`src/rtl/ebw_pkg.sv`:
```
package ebw_pkg;

  // Bus state codes as seen on the phase output.
  typedef enum logic [2:0] {
    PH_IDLE  = 3'd0,
    PH_FIRST = 3'd1,
    PH_LONG  = 3'd2,
    PH_PIN   = 3'd3,
    PH_LAST  = 3'd4
  } phase_e;

  // Decisions taken once, when an access is accepted.
  typedef struct packed {
    logic long_grp;   // area belongs to the long-wait group
    logic two_state;  // short-group access that needs a second state
    logic use_pin;    // wait pin is consulted before the final state
  } plan_t;

  // Number of long-wait states for a code value.
  function automatic int long_states(input int code);
    return code + 1;
  endfunction

  // Minimum length of an access with no pin wait states inserted.
  function automatic int base_states(input plan_t p, input int code);
    if (p.long_grp)
      return 1 + long_states(code);
    else if (p.two_state)
      return 2;
    else
      return 1;
  endfunction

endpackage

```
`src/rtl/ebw_pin_sync.sv`:
```
module ebw_pin_sync #(
  parameter int STAGES = 2
) (
  input  logic clk,
  input  logic rst_n,
  input  logic pin_n,
  output logic pin_n_sync
);

  genvar g;
  generate
    for (g = 0; g < STAGES; g++) begin : g_stage
      logic q;
      if (g == 0) begin : g_head
        always_ff @(posedge clk or negedge rst_n) begin
          if (!rst_n) q <= 1'b1;
          else        q <= pin_n;
        end
      end else begin : g_tail
        always_ff @(posedge clk or negedge rst_n) begin
          if (!rst_n) q <= 1'b1;
          else        q <= g_stage[g-1].q;
        end
      end
    end
  endgenerate

  assign pin_n_sync = g_stage[STAGES-1].q;

endmodule

```
`src/rtl/ebw_access_plan.sv`:
```
module ebw_access_plan
  import ebw_pkg::*;
#(
  parameter int                  NUM_AREAS  = 8,
  parameter int                  AREA_W     = 3,
  parameter logic [NUM_AREAS-1:0] LONG_MASK  = 8'b0100_0101,
  parameter logic [NUM_AREAS-1:0] NOPIN_MASK = 8'b0000_1000
) (
  input  logic [AREA_W-1:0]    area,
  input  logic                 is_write,
  input  logic [NUM_AREAS-1:0] en_bits,
  output plan_t                plan
);

  logic en_sel;
  logic in_long;
  logic pin_ok;
  logic wants_wait;

  assign en_sel     = en_bits[area];
  assign in_long    = LONG_MASK[area];
  assign pin_ok     = ~NOPIN_MASK[area];
  // Writes ignore the enable bit and always allow waiting.
  assign wants_wait = is_write | en_sel;

  always_comb begin
    plan.long_grp  = in_long;
    plan.two_state = ~in_long & wants_wait;
    plan.use_pin   = wants_wait & pin_ok;
  end

endmodule

```
`src/rtl/ebw_long_counter.sv`:
```
module ebw_long_counter #(
  parameter int LW_W = 2
) (
  input  logic            clk,
  input  logic            rst_n,
  input  logic            load,
  input  logic [LW_W-1:0] load_val,
  input  logic            dec,
  output logic            is_zero,
  output logic            is_one
);

  logic [LW_W-1:0] cnt;

  always_ff @(posedge clk or negedge rst_n) begin
    if (!rst_n)
      cnt <= '0;
    else if (load)
      cnt <= load_val;
    else if (dec && (cnt != '0))
      cnt <= cnt - 1'b1;
  end

  assign is_zero = (cnt == '0);
  assign is_one  = (cnt == LW_W'(1));

endmodule

```
`src/rtl/ebw_sequencer.sv`:
```
module ebw_sequencer
  import ebw_pkg::*;
#(
  parameter int AREA_W = 3
) (
  input  logic              clk,
  input  logic              rst_n,
  input  logic              req_valid,
  input  logic [AREA_W-1:0] req_area,
  input  plan_t             plan_in,
  input  logic              lw_zero,
  input  logic              lw_one,
  input  logic              pin_low,
  output phase_e            ph,
  output plan_t             plan_q,
  output logic [AREA_W-1:0] area_q,
  output logic              accept_evt,
  output logic              gate_evt,
  output logic              lw_dec,
  output logic              final_strobe,
  output logic              done
);

  phase_e ph_nx;
  logic   single_state;

  assign accept_evt   = (ph == PH_IDLE) && req_valid;
  assign lw_dec       = (ph == PH_LONG);
  assign single_state = (ph == PH_FIRST) && !plan_q.long_grp && !plan_q.two_state;
  assign final_strobe = (ph == PH_LAST) || single_state;

  // gate_evt marks the edge that would start the final state; the
  // synchronized wait pin is consulted only there and in pin waits.
  always_comb begin
    ph_nx    = ph;
    gate_evt = 1'b0;
    unique case (ph)
      PH_IDLE:  if (req_valid) ph_nx = PH_FIRST;
      PH_FIRST: begin
        if (plan_q.long_grp) begin
          if (lw_zero) gate_evt = 1'b1;
          else         ph_nx    = PH_LONG;
        end else if (plan_q.two_state) begin
          gate_evt = 1'b1;
        end else begin
          ph_nx = PH_IDLE;
        end
      end
      PH_LONG:  if (lw_one) gate_evt = 1'b1;
      PH_PIN:   if (!pin_low) ph_nx = PH_LAST;
      PH_LAST:  ph_nx = PH_IDLE;
      default:  ph_nx = PH_IDLE;
    endcase
    if (gate_evt)
      ph_nx = (plan_q.use_pin && pin_low) ? PH_PIN : PH_LAST;
  end

  always_ff @(posedge clk or negedge rst_n) begin
    if (!rst_n) begin
      ph     <= PH_IDLE;
      plan_q <= '0;
      area_q <= '0;
      done   <= 1'b0;
    end else begin
      ph   <= ph_nx;
      done <= final_strobe;
      if (accept_evt) begin
        plan_q <= plan_in;
        area_q <= req_area;
      end
    end
  end

endmodule

```
`src/rtl/ebus_wait_ctrl.sv`:
```
module ebus_wait_ctrl
  import ebw_pkg::*;
#(
  parameter int                   NUM_AREAS   = 8,
  parameter int                   LW_W        = 2,
  parameter int                   SYNC_STAGES = 2,
  parameter logic [NUM_AREAS-1:0] LONG_MASK   = 8'b0100_0101,
  parameter logic [NUM_AREAS-1:0] NOPIN_MASK  = 8'b0000_1000,
  localparam int                  AREA_W      = $clog2(NUM_AREAS)
) (
  input  logic                 clk,
  input  logic                 rst_n,
  input  logic                 req_valid,
  input  logic [AREA_W-1:0]    req_area,
  input  logic                 req_write,
  input  logic [NUM_AREAS-1:0] wait_en,
  input  logic [LW_W-1:0]      long_code,
  input  logic                 wait_pin_n,
  output logic                 busy,
  output logic [2:0]           phase,
  output logic                 last_state,
  output logic                 done
);

  // Named internal events, used by the bound checker.
  logic              pin_n_sync;
  logic              pin_low_s;
  plan_t             plan_req;
  plan_t             plan_cur;
  phase_e            ph;
  logic [AREA_W-1:0] cur_area;
  logic              accept_evt;
  logic              gate_evt;
  logic              lw_dec;
  logic              lw_zero;
  logic              lw_one;
  logic              final_strobe;
  logic              cur_long;
  logic              cur_two;
  logic              cur_pin;

  ebw_pin_sync #(.STAGES(SYNC_STAGES)) u_sync (
    .clk        (clk),
    .rst_n      (rst_n),
    .pin_n      (wait_pin_n),
    .pin_n_sync (pin_n_sync)
  );

  assign pin_low_s = ~pin_n_sync;

  ebw_access_plan #(
    .NUM_AREAS  (NUM_AREAS),
    .AREA_W     (AREA_W),
    .LONG_MASK  (LONG_MASK),
    .NOPIN_MASK (NOPIN_MASK)
  ) u_plan (
    .area     (req_area),
    .is_write (req_write),
    .en_bits  (wait_en),
    .plan     (plan_req)
  );

  ebw_long_counter #(.LW_W(LW_W)) u_lw (
    .clk      (clk),
    .rst_n    (rst_n),
    .load     (accept_evt),
    .load_val (long_code),
    .dec      (lw_dec),
    .is_zero  (lw_zero),
    .is_one   (lw_one)
  );

  ebw_sequencer #(.AREA_W(AREA_W)) u_seq (
    .clk          (clk),
    .rst_n        (rst_n),
    .req_valid    (req_valid),
    .req_area     (req_area),
    .plan_in      (plan_req),
    .lw_zero      (lw_zero),
    .lw_one       (lw_one),
    .pin_low      (pin_low_s),
    .ph           (ph),
    .plan_q       (plan_cur),
    .area_q       (cur_area),
    .accept_evt   (accept_evt),
    .gate_evt     (gate_evt),
    .lw_dec       (lw_dec),
    .final_strobe (final_strobe),
    .done         (done)
  );

  assign cur_long   = plan_cur.long_grp;
  assign cur_two    = plan_cur.two_state;
  assign cur_pin    = plan_cur.use_pin;

  assign busy       = (ph != PH_IDLE);
  assign phase      = ph;
  assign last_state = final_strobe;

endmodule

```
`config.mk`:
```
export PLATFORM = sky130hd
export DESIGN_NAME = ebus_wait_ctrl
export DESIGN_NICKNAME = d
export VERILOG_FILES = /design/src/rtl/ebw_pkg.sv /design/src/rtl/ebw_pin_sync.sv /design/src/rtl/ebw_access_plan.sv /design/src/rtl/ebw_long_counter.sv /design/src/rtl/ebw_sequencer.sv /design/src/rtl/ebus_wait_ctrl.sv
export SDC_FILE = /design/constraint.sdc
export NUM_CORES = 1
export LEC_CHECK = 0
export BUFFER_PORTS_ARGS = -buffer_cell sky130_fd_sc_hd__buf_2
export CORE_MARGIN = 8
export CORE_UTILIZATION = 50
export DETAILED_ROUTE_END_ITERATION = 7
export PLACE_DENSITY_LB_ADDON = 0.1
export SLEW_MARGIN = 20
export SYNTH_ARGS = -nofsm -noshare
export SYNTH_HDL_FRONTEND = slang
export SYNTH_SLANG_ARGS = --single-unit
```
`constraint.sdc`:
```
create_clock -name clk -period 3.2 [get_ports clk]
set_input_delay 0.16 -clock clk [delete_from_list [all_inputs] [get_ports clk]]
set_output_delay 0.16 -clock clk [all_outputs]
set_load 0.05 [all_outputs]
```
==> impl_metrics.py, run 1 <==
metrics = {
    "outcome": {
        "status": "finished, final reports clean",
    },
    "yosys": {
        "synthDistinctLibCells": 33,
        "synth_cells": 65,
        "netlist_top_cells_area": "dfrtp_1, dfstp_2, mux2i_1",
        "synth_nets": 85,
        "synth_top_cells_by_count": "dfrtp_1, nand2_1, inv_1",
        "synth_edf_count": 0,
        "yosys.area.top_type": "dfrtp_1",
        "syn_area_sq_um": 667,
        "synth-main-ff-cell": "dfrtp_1",
        "synthArstFlopShare_pct": 100,
        "yosysWarningCount": 0,
        "syn-mean-instance-area_sq_um": 10.3,
        "synth_top_cell_area_share_pct": 33.8,
        "yosysMostFrequentCell": "dfrtp_1",
        "yosys_register_bits": 11,
        "ys_seq_area_share_pct": 41.7,
    },
    "worst_setup_path": {
        "path_cells": "nand2b_1, or3_1, a21oi_1, buf_2",
        "worst_ep_arrival_time_ns": 1.72,
        "cp_max_fo": 12,
        "crit_path_max_incr_delay_ns": 0.54,
        "crit_path_end_kind": "primary output",
        "cp_slowest_cell": "dfrtp_1",
        "cp-start-kind": "flop",
        "crit_type": "flop to primary output",
        "crit_required_ns": 3.04,
    },
    "power_and_ir_drop": {
        "irDropWorstVdd_uv": 416,
        "switching_share_pct": 47.1,
        "p_sw_mw": 0.347,
        "internal_power_mw": 0.389,
        "power_frac_seq_pct": 35.0,
        "clkPwrFrac_pct": 13.2,
        "pwr-share-comb_pct": 51.8,
        "powerDensity_nw_per_um2": 900,
        "p_leak_nw": 0.402,
    },
    "final_layout": {
        "diodes": 0,
        "nFillCells": 117,
        "area_delta_synth_final_pct": 22.7,
        "drive_gt1_share_pct": 34.4,
        "final_nets": 111,
    },
    "global_route": {
        "antenna_found_initial": 0,
        "use_met3_pct": 4.26,
        "use_met2_pct": 19.8,
        "grt_max_degree": 13,
        "grt_pass1_vias": 569,
        "grt_use_total_pct": 11.9,
        "grt_pass1_wl_um": 2460,
        "grt-ovfl-total": 0,
        "top_usage_layer": "met2",
        "use_met1_pct": 12.9,
    },
    "sta": {
        "tns_ns": 0,
        "fin_worst_skew_ns": 0.00683,
        "grt_setup_unrepaired": "false",
        "hold_violations": 0,
        "worst_slew_pin_slew_ns": 0.345,
        "finalCritPeriodShare_pct": 58.7,
        "max_freq_mhz": 532,
        "slew_headroom_pct": 76.8,
        "period_minus_slack_ns": 1.88,
        "slew_viol_final": 0,
        "hold_ws_ns": 0.0956,
        "setup_violations": 0,
    },
    "cts": {
        "cts_tree": "built",
        "clockRootBuffer": "clkbuf_4",
        "cts_resized": 0,
        "cts.path.max_buffers": 2,
        "cts.clk_slew.worst_paths_ns": 0.07,
        "cts_made_buffers": 3,
        "htree_levels": 1,
        "cts-hold-fix-buffers": 2,
        "clk_latency_ns": 0.28,
        "cts_sinks": 11,
        "cts_setup_buffers": 0,
    },
    "placed_design": {
        "dpl.hpwl_um": 1150,
        "place.gp.congestion": 0.716,
        "io_buffers": 23,
    },
    "die": {
        "die_y_um": 52.5,
        "io_pins": 24,
        "die-area_sq_um": 2760,
        "initial_utilization_pct": 52.6,
        "core_sq_um": 1270,
        "dieWidth_um": 52.5,
        "rows": 13,
    },
    "routing": {
        "vias": 565,
        "vias_per_cell": 5.38,
        "drtPass1Iterations": 4,
        "remaining_drc_errors": 0,
        "detail-route-antenna-nets": 0,
        "drt-total-wl_um": 1490,
        "wire_per_inst_um": 14.2,
        "first_iter_violations": 8,
    },
    "hold_path": {
        "hold_class": "primary input to flop",
    },
    "job": {
        "maxCapViolations": 0,
    },
}
## cells by family after synthesis
| group | Yosys count | synth area share [%] |
|---|---|---|
| AO/OA/AOI/OAI | 14 | 15.4 |
| AND/OR/NAND/NOR | 22 | 19.7 |
| buffers and inverters | 9 | 7.13 |
| flip-flops | 11 | 41.7 |
| multiplexers | 6 | 11.1 |
| adder cells (fa/ha/maj) | 2 | 3.75 |
| XOR/XNOR | 1 | 1.31 |
## power groups by stage
stage | logic (mW) | clock network (mW) | registers, mW
final | 0.381 | 0.0968 | 0.258
after global routing | 0.421 | 0.107 | 0.269
after CTS | 0.385 | 0.102 | 0.257
after detailed placement | 0.382 | 0 | 0.260
after global placement | 0.377 | 0 | 0.257
after floorplan | 0.273 | 0 | 0.292
## cell type report
| type | count | area (sq um) | area share (%) |
|---|---|---|---|
| Multi-Input combinational cell | 45 | 342 | 41.7 |
| Sequential cell | 11 | 278 | 33.9 |
| Timing Repair Buffer | 25 | 135 | 16.5 |
| Clock buffer | 4 | 26.3 | 3.21 |
| Inverter | 5 | 18.8 | 2.29 |
| Tap cell | 15 | 18.8 | 2.29 |
## metal layers
layer / vias to the layer above / share of wire (%)
met1: 262 / 42
met5: - / 0
met4: 0 / 2.4
met2: 18 / 51
li1: 280 / -
met3: 5 / 5.1
## state kept, by name, indices dropped and copies added (netlist names)
register / cells
u_sync.pin_n_sync: 1
u_seq.done: 1
u_seq.ph: 3
u_seq.plan_q: 3
u_lw.cnt: 2
u_sync.g_stage.q: 1
## worst max-delay path: cells and delay by family (launching register included)
kind,cells,cell delay [ns]
buf+inv,1,0.29
compound gates,1,0.18
simple gates,2,0.43
flops,1,0.54
## metrics by stage
step	power [mW]	utilization (%)	worst slack, ns	instances	instance area [sq um]
after CTS	0.745	64.5	1.30	105	818
final	0.736	64.5	1.32	105	818
after global placement	0.633	60.8	1.68	99	772
after global routing	0.797	64.5	1.20	105	818
after detailed placement	0.642	60.8	1.63	99	772
after floorplan	0.565	-	0.905	65	667
## layout by cell type, fill, tap and decap left out, drive strengths merged
| cell | count |
|---|---|
| a211o | 1 |
| a311oi | 1 |
| clkbuf | 4 |
| and2 | 1 |
| nand4b | 1 |
| ha | 2 |
| o221a | 1 |
| nand3b | 2 |
| nand2 | 7 |
| nor2 | 1 |
| o21ai | 3 |
| dlygate4sd3 | 2 |
| mux2 | 1 |
| xnor2 | 1 |
| mux2i | 4 |
| mux4 | 1 |
| nand2b | 4 |
| nand3 | 1 |
| a21oi | 3 |
| inv | 5 |
| dfstp | 2 |
| o22a | 1 |
| o211a | 2 |
| buf | 23 |
| o31a | 1 |
| o22ai | 1 |
| nand4bb | 1 |
| dfrtp | 9 |
| or3 | 1 |
| nor3 | 3 |
## final timing paths
kind,cells past startpoint,slack (ns),startpoint,to
setup / recovery,4,1.32,u_seq.ph[0]$_DFFE_PN0P_,last_state
hold reg to reg,0,0.36,u_sync.g_stage[0].q$_DFF_PN1_,u_sync.pin_n_sync$_DFF_PN1_
max in group asynchronous,2,2.65,rst_n,u_sync.g_stage[0].q$_DFF_PN1_
setup reg to reg,5,1.68,u_lw.cnt[0]$_DFFE_PN0P_,u_lw.cnt[1]$_DFFE_PN0P_
min in group asynchronous,2,0.28,rst_n,u_seq.plan_q[2]$_DFFE_PN0P_
hold / removal,3,0.1,long_code[1],u_lw.cnt[1]$_DFFE_PN0P_
Note: power is estimated with default switching activity, not from simulation.
==> run 2, diff against run 1 <==
--- a/config.mk
+++ b/config.mk
@@ -7,7 +7,7 @@
 export LEC_CHECK = 0
 export BUFFER_PORTS_ARGS = -buffer_cell sky130_fd_sc_hd__buf_2
 export CORE_MARGIN = 8
-export CORE_UTILIZATION = 50
+export CORE_UTILIZATION = 42
 export DETAILED_ROUTE_END_ITERATION = 7
 export PLACE_DENSITY_LB_ADDON = 0.1
 export SLEW_MARGIN = 20
==> constraint.sdc (replaced) <==
create_clock -name clk -period 1.7 [get_ports clk]
set_input_delay 0.085 -clock clk [delete_from_list [all_inputs] [get_ports clk]]
set_output_delay 0.085 -clock clk [all_outputs]
set_load 0.05 [all_outputs]
==> impl_metrics.py, run 2 (synthesized netlist as in run 1, its figures left out) <==
metrics = {
    "outcome": {
        "status": "finished, final reports clean",
    },
    "routing": {
        "wire_per_inst_um": 13.5,
        "first_iter_violations": 3,
        "remaining_drc_errors": 0,
        "detail-route-antenna-nets": 0,
        "vias_per_cell": 5.19,
        "drt-total-wl_um": 1480,
        "vias": 571,
        "drtPass1Iterations": 2,
    },
    "cts": {
        "cts_sinks": 11,
        "htree_levels": 1,
        "cts_made_buffers": 3,
        "clockRootBuffer": "clkbuf_4",
        "clk_latency_ns": 0.26,
        "cts.clk_slew.worst_paths_ns": 0.07,
        "cts.path.max_buffers": 2,
        "cts_tree": "built",
    },
    "final_layout": {
        "nFillCells": 143,
        "top_regs": "u_seq.ph: 3 flops, u_seq.plan_q: 3 flops, u_lw.cnt: 2 flops",
        "layout_common_cells": "buf_2, nand2_1, dfrtp_1",
        "final_util_pct": 57.7,
        "ff_latch_area_sq_um": 280,
        "multi_input_area_sq_um": 353,
        "diodes": 0,
        "stdcell_area_sq_um": 870,
        "layout_commonest_cell": "buf_2",
        "drive_gt1_share_pct": 40.4,
        "final_nets": 115,
        "area_delta_synth_final_pct": 30.4,
    },
    "global_route": {
        "grt_pass1_wl_um": 2530,
        "grt-ovfl-total": 0,
        "grt_max_degree": 13,
        "grt_pass1_vias": 589,
        "antenna_found_initial": 0,
        "grt_use_total_pct": 9.93,
    },
    "die": {
        "rows": 14,
        "io_pins": 24,
        "die-area_sq_um": 3120,
        "dieWidth_um": 55.8,
        "die_y_um": 55.8,
        "initial_utilization_pct": 44.3,
        "core_sq_um": 1510,
    },
    "power_and_ir_drop": {
        "p_leak_nw": 0.422,
        "finalPower_mw": 1.47,
        "power_frac_seq_pct": 34.0,
        "irDropWorstVdd_uv": 781,
        "switching_share_pct": 45.9,
        "internal_power_mw": 0.798,
        "powerDensity_nw_per_um2": 1700,
        "p_sw_mw": 0.676,
        "pwr-share-comb_pct": 54.0,
        "clkPwrFrac_pct": 12.0,
    },
    "sta": {
        "setup_violations": 0,
        "grt_setup_unrepaired": "false",
        "hold_ws_ns": 0.0326,
        "finalCritPeriodShare_pct": 95.2,
        "worst_slew_pin_slew_ns": 0.300,
        "slew_headroom_pct": 79.8,
        "period_minus_slack_ns": 1.62,
        "tns_ns": 0,
        "fin_worst_skew_ns": 0.00106,
        "hold_violations": 0,
        "slew_viol_final": 0,
        "max_freq_mhz": 618,
    },
    "worst_setup_path": {
        "path_delay_family": "flip-flops",
        "reg2reg_depth": 5,
        "cp-start-kind": "flop",
        "cp_num_buf_inv": 1,
        "critPathCapture": "last_state",
        "crit_path_end_kind": "primary output",
        "worst_ep_arrival_time_ns": 1.53,
        "cp_max_fo": 12,
        "timing.rr.end": "u_lw.cnt[1]$_DFFE_PN0P_",
        "path_cells": "nand2b_1, or3_1, a21oi_4, buf_6",
        "crit_required_ns": 1.62,
        "cp.depth": 4,
        "regToRegSetupSlack_ns": 0.21,
        "setup.worst_path.start": "u_seq.ph[0]$_DFFE_PN0P_",
        "crit_type": "flop to primary output",
        "crit_path_max_incr_delay_ns": 0.47,
        "r2r-start": "u_lw.cnt[0]$_DFFE_PN0P_",
        "cp_slowest_cell": "dfrtp_2",
    },
    "hold_path": {
        "hold_class": "primary input to flop",
    },
    "placed_design": {
        "io_buffers": 23,
        "place.gp.congestion": 0.709,
        "dpl.hpwl_um": 1150,
        "place_area_sq_um": 795,
    },
    "job": {
        "maxCapViolations": 0,
    },
}
run 2: worst min path at each step:
stage | start | slack [ns] | end | depth (start not counted)
CTS | long_code[0] | 0.02 | u_lw.cnt[0]$_DFFE_PN0P_ | 3
global placement | rst_n | -0.03 | u_seq.done$_DFF_PN0_ | 1
finish | long_code[0] | 0.03 | u_lw.cnt[0]$_DFFE_PN0P_ | 3
detailed placement | rst_n | -0.03 | u_seq.done$_DFF_PN0_ | 1
floorplan | rst_n | -0.21 | u_lw.cnt[0]$_DFFE_PN0P_ | 0
global route | long_code[1] | 0.04 | u_lw.cnt[1]$_DFFE_PN0P_ | 3
run 2: power by group through the flow:
stage / registers, mW / clock network, mW / logic [mW]
global placement: 0.500 / 0 / 0.735
finish: 0.501 / 0.177 / 0.796
floorplan: 0.555 / 0 / 0.533
global route: 0.517 / 0.200 / 0.883
detailed placement: 0.509 / 0 / 0.743
CTS: 0.504 / 0.189 / 0.755
run 2: tightest hold or removal path, cell delays in order:
cell     delay [ns]
buf_2          0.08
nand2_1        0.04
o21ai_1        0.06
run 2: per-layer routing:
| layer | vias up | part of all wire, % | track usage [%] | wire length (um) |
|---|---|---|---|---|
| met5 | - | 0 | 0 | 0 |
| li1 | 290 | - | - | - |
| met3 | 2 | 7.2 | 5.71 | 107 |
| met2 | 17 | 48 | 14.9 | 706 |
| met4 | 0 | 1.1 | 4.12 | 16 |
| met1 | 262 | 44 | 11.2 | 651 |
run 2: timing repair:
action / CTS / global route
hold buffers: 2 / 0
setup endpoints to repair: 1 / 1
setup buffers: 0 / 3
endpoints found under the hold margin: 12 / 0
pin swaps: 0 / 0
gates cloned: 0 / 0
resized for setup: 1 / 1
run 2: through the flow:
stage | worst slack [ns] | instances
floorplan | 0.0237 | 65
global placement | 0.242 | 101
detailed placement | 0.190 | 101
CTS | 0.0144 | 107
global route | 0.00777 | 110
finish | 0.0816 | 110
run 2: cell type report:
class	instances	share of cell area, %
multi-input cells	45	40.6
repair buffers	29	19.7
clock buffers	4	3.02
flip-flops and latches	11	32.2
well taps	16	2.30
inverters	5	2.16
==> run 3, diff against run 2 <==
--- a/config.mk
+++ b/config.mk
@@ -8,6 +8,7 @@
 export BUFFER_PORTS_ARGS = -buffer_cell sky130_fd_sc_hd__buf_2
 export CORE_MARGIN = 8
 export CORE_UTILIZATION = 42
+export CTS_BUF_LIST = sky130_fd_sc_hd__clkbuf_16
 export DETAILED_ROUTE_END_ITERATION = 7
 export PLACE_DENSITY_LB_ADDON = 0.1
 export SLEW_MARGIN = 20
==> impl_metrics.py, run 3 (synthesized netlist as in run 1, its figures left out) <==
metrics = {
    "outcome": {
        "status": "finished, final reports clean",
    },
    "sta": {
        "grt_setup_unrepaired": "false",
        "max_freq_mhz": 614,
        "setup_violations": 0,
        "setup_slack_ns": 0.0705,
        "period_minus_slack_ns": 1.63,
        "worst_slew_pin_slew_ns": 0.295,
        "slew_viol_final": 0,
        "fin_worst_skew_ns": 0.000626,
        "finalCritPeriodShare_pct": 95.9,
        "tns_ns": 0,
        "slew_headroom_pct": 80.2,
        "hold_violations": 0,
    },
    "worst_setup_path": {
        "cp.depth": 4,
        "crit_path_end_kind": "primary output",
        "cp_slowest_cell": "dfrtp_1",
        "crit_required_ns": 1.62,
        "cp-start-kind": "flop",
        "worst_ep_arrival_time_ns": 1.54,
        "path_delay_family": "simple AND/OR/NAND/NOR gates",
        "cp_max_fo": 4,
        "reg2reg_depth": 5,
        "crit_path_max_incr_delay_ns": 0.41,
        "regToRegSetupSlack_ns": 0.22,
        "timing.rr.end": "u_lw.cnt[1]$_DFFE_PN0P_",
        "crit_type": "flop to primary output",
        "cp_num_buf_inv": 1,
        "path_cells": "nand2b_1, or3_1, a21oi_4, buf_4",
        "r2r-start": "u_lw.cnt[0]$_DFFE_PN0P_",
    },
    "power_and_ir_drop": {
        "powerDensity_nw_per_um2": 1860,
        "p_leak_nw": 0.433,
        "irDropWorstVdd_uv": 1050,
    },
    "routing": {
        "wire_per_inst_um": 13.5,
        "remaining_drc_errors": 0,
        "vias_per_cell": 5.11,
        "drt-total-wl_um": 1440,
        "drtPass1Iterations": 2,
        "vias": 547,
        "detail-route-antenna-nets": 0,
        "first_iter_violations": 8,
    },
    "global_route": {
        "grt_use_total_pct": 9.83,
        "grt_pass1_wl_um": 2530,
        "grt_max_degree": 13,
        "grt_pass1_vias": 587,
        "antenna_found_initial": 0,
        "grt-ovfl-total": 0,
    },
    "placed_design": {
        "place_ws_ns": 0.190,
        "dpl.hpwl_um": 1150,
        "io_buffers": 23,
        "place_area_sq_um": 795,
        "dp_cells": 101,
        "place.gp.congestion": 0.709,
    },
    "final_layout": {
        "diodes": 0,
        "drive_gt1_share_pct": 38.5,
        "final_nets": 112,
        "layout_common_cells": "buf_2, nand2_1, dfrtp_1",
        "final_util_pct": 59.5,
        "final_cells": 107,
        "top_regs": "u_seq.ph: 3 flops, u_seq.plan_q: 3 flops, u_lw.cnt: 2 flops",
        "stdcell_area_sq_um": 896,
        "area_delta_synth_final_pct": 34.3,
        "layout_commonest_cell": "buf_2",
        "nFillCells": 135,
    },
    "cts": {
        "htree_levels": 1,
        "cts_tree": "built",
        "cts.clk_slew.worst_paths_ns": 0.04,
        "clk_latency_ns": 0.23,
        "clockRootBuffer": "clkbuf_16",
        "cts_sinks": 11,
        "cts_setup_buffers": 0,
        "cts_made_buffers": 3,
        "cts.path.max_buffers": 2,
    },
    "hold_path": {
        "min_path_cells": 3,
        "holdPathEnd": "u_lw.cnt[0]$_DFFE_PN0P_",
        "hold_class": "primary input to flop",
        "hold_start": "long_code[0]",
    },
    "die": {
        "initial_utilization_pct": 44.3,
        "die-area_sq_um": 3120,
        "dieWidth_um": 55.8,
        "die_y_um": 55.8,
        "io_pins": 24,
        "rows": 14,
        "core_sq_um": 1510,
    },
    "job": {
        "maxCapViolations": 0,
    },
}
==> run 3: cell count changes in the layout (fill, tap and decap cells not counted), sizes merged <==
cell | before | now
inv | 5 | 6
buf | 27 | 24
clkbuf | 4 | 3
==> run 3: layout make-up <==
type | count | area (sq um) | area share, %
Multi-Input combinational cell | 45 | 353 | 39.4
Timing Repair Buffer | 26 | 145 | 16.2
Inverter | 5 | 18.8 | 2.09
Clock buffer | 3 | 75.1 | 8.38
Tap cell | 16 | 20.0 | 2.23
Sequential cell | 11 | 280 | 31.3
Clock inverter | 1 | 3.75 | 0.419
==> run 3: metal layers <==
metal | up-vias | wire length, um | track usage [%]
met1 | 248 | 643 | 11.4
met2 | 15 | 679 | 14.9
met4 | 0 | 0 | 2.06
met5 | - | 0 | 0
met3 | 0 | 119 | 6.39
li1 | 284 | - | -
==> run 3: worst max path at each step <==
stage / startpoint / slack [ns] / to
CTS: u_seq.plan_q[2]$_DFFE_PN0P_ / 0.003 / last_state
global placement: u_lw.cnt[0]$_DFFE_PN0P_ / 0.24 / u_lw.cnt[1]$_DFFE_PN0P_
global route: u_seq.plan_q[2]$_DFFE_PN0P_ / 0.01 / last_state
finish: u_seq.plan_q[2]$_DFFE_PN0P_ / 0.07 / last_state
floorplan: u_seq.ph[0]$_DFFE_PN0P_ / 0.02 / u_seq.done$_DFF_PN0_
detailed placement: u_lw.cnt[0]$_DFFE_PN0P_ / 0.19 / u_lw.cnt[1]$_DFFE_PN0P_
==> run 3: worst reg2reg max path, cell delays in order, from the launching register on <==
cell and delay, ns:
dfrtp_1 0.38, inv_1 0.06, ha_1 0.20, nor3_1 0.28
mux2_1 0.36, o21ai_1 0.12
==> run 3: where the power goes <==
part | internal, mW | switching, mW | total, mW
sequential | 0.370 | 0.135 | 0.505
clock | 0.308 | 0.108 | 0.416
combinational | 0.300 | 0.443 | 0.743
total | 0.978 | 0.686 | 1.66
==> run 3: repair_timing <==
action	in CTS	in global routing
hold buffers	2	0
resized for setup	0	2
setup endpoints to repair	0	1
hold endpoints to repair	12	0
==> run 3: through the flow <==
stage	hold slack (ns)	power (mW)
after global routing	0.0877	1.79
after floorplan	-0.211	1.09
final	0.0643	1.66
after CTS	0.0652	1.68
after detailed placement	-0.0339	1.25
after global placement	-0.0298	1.24
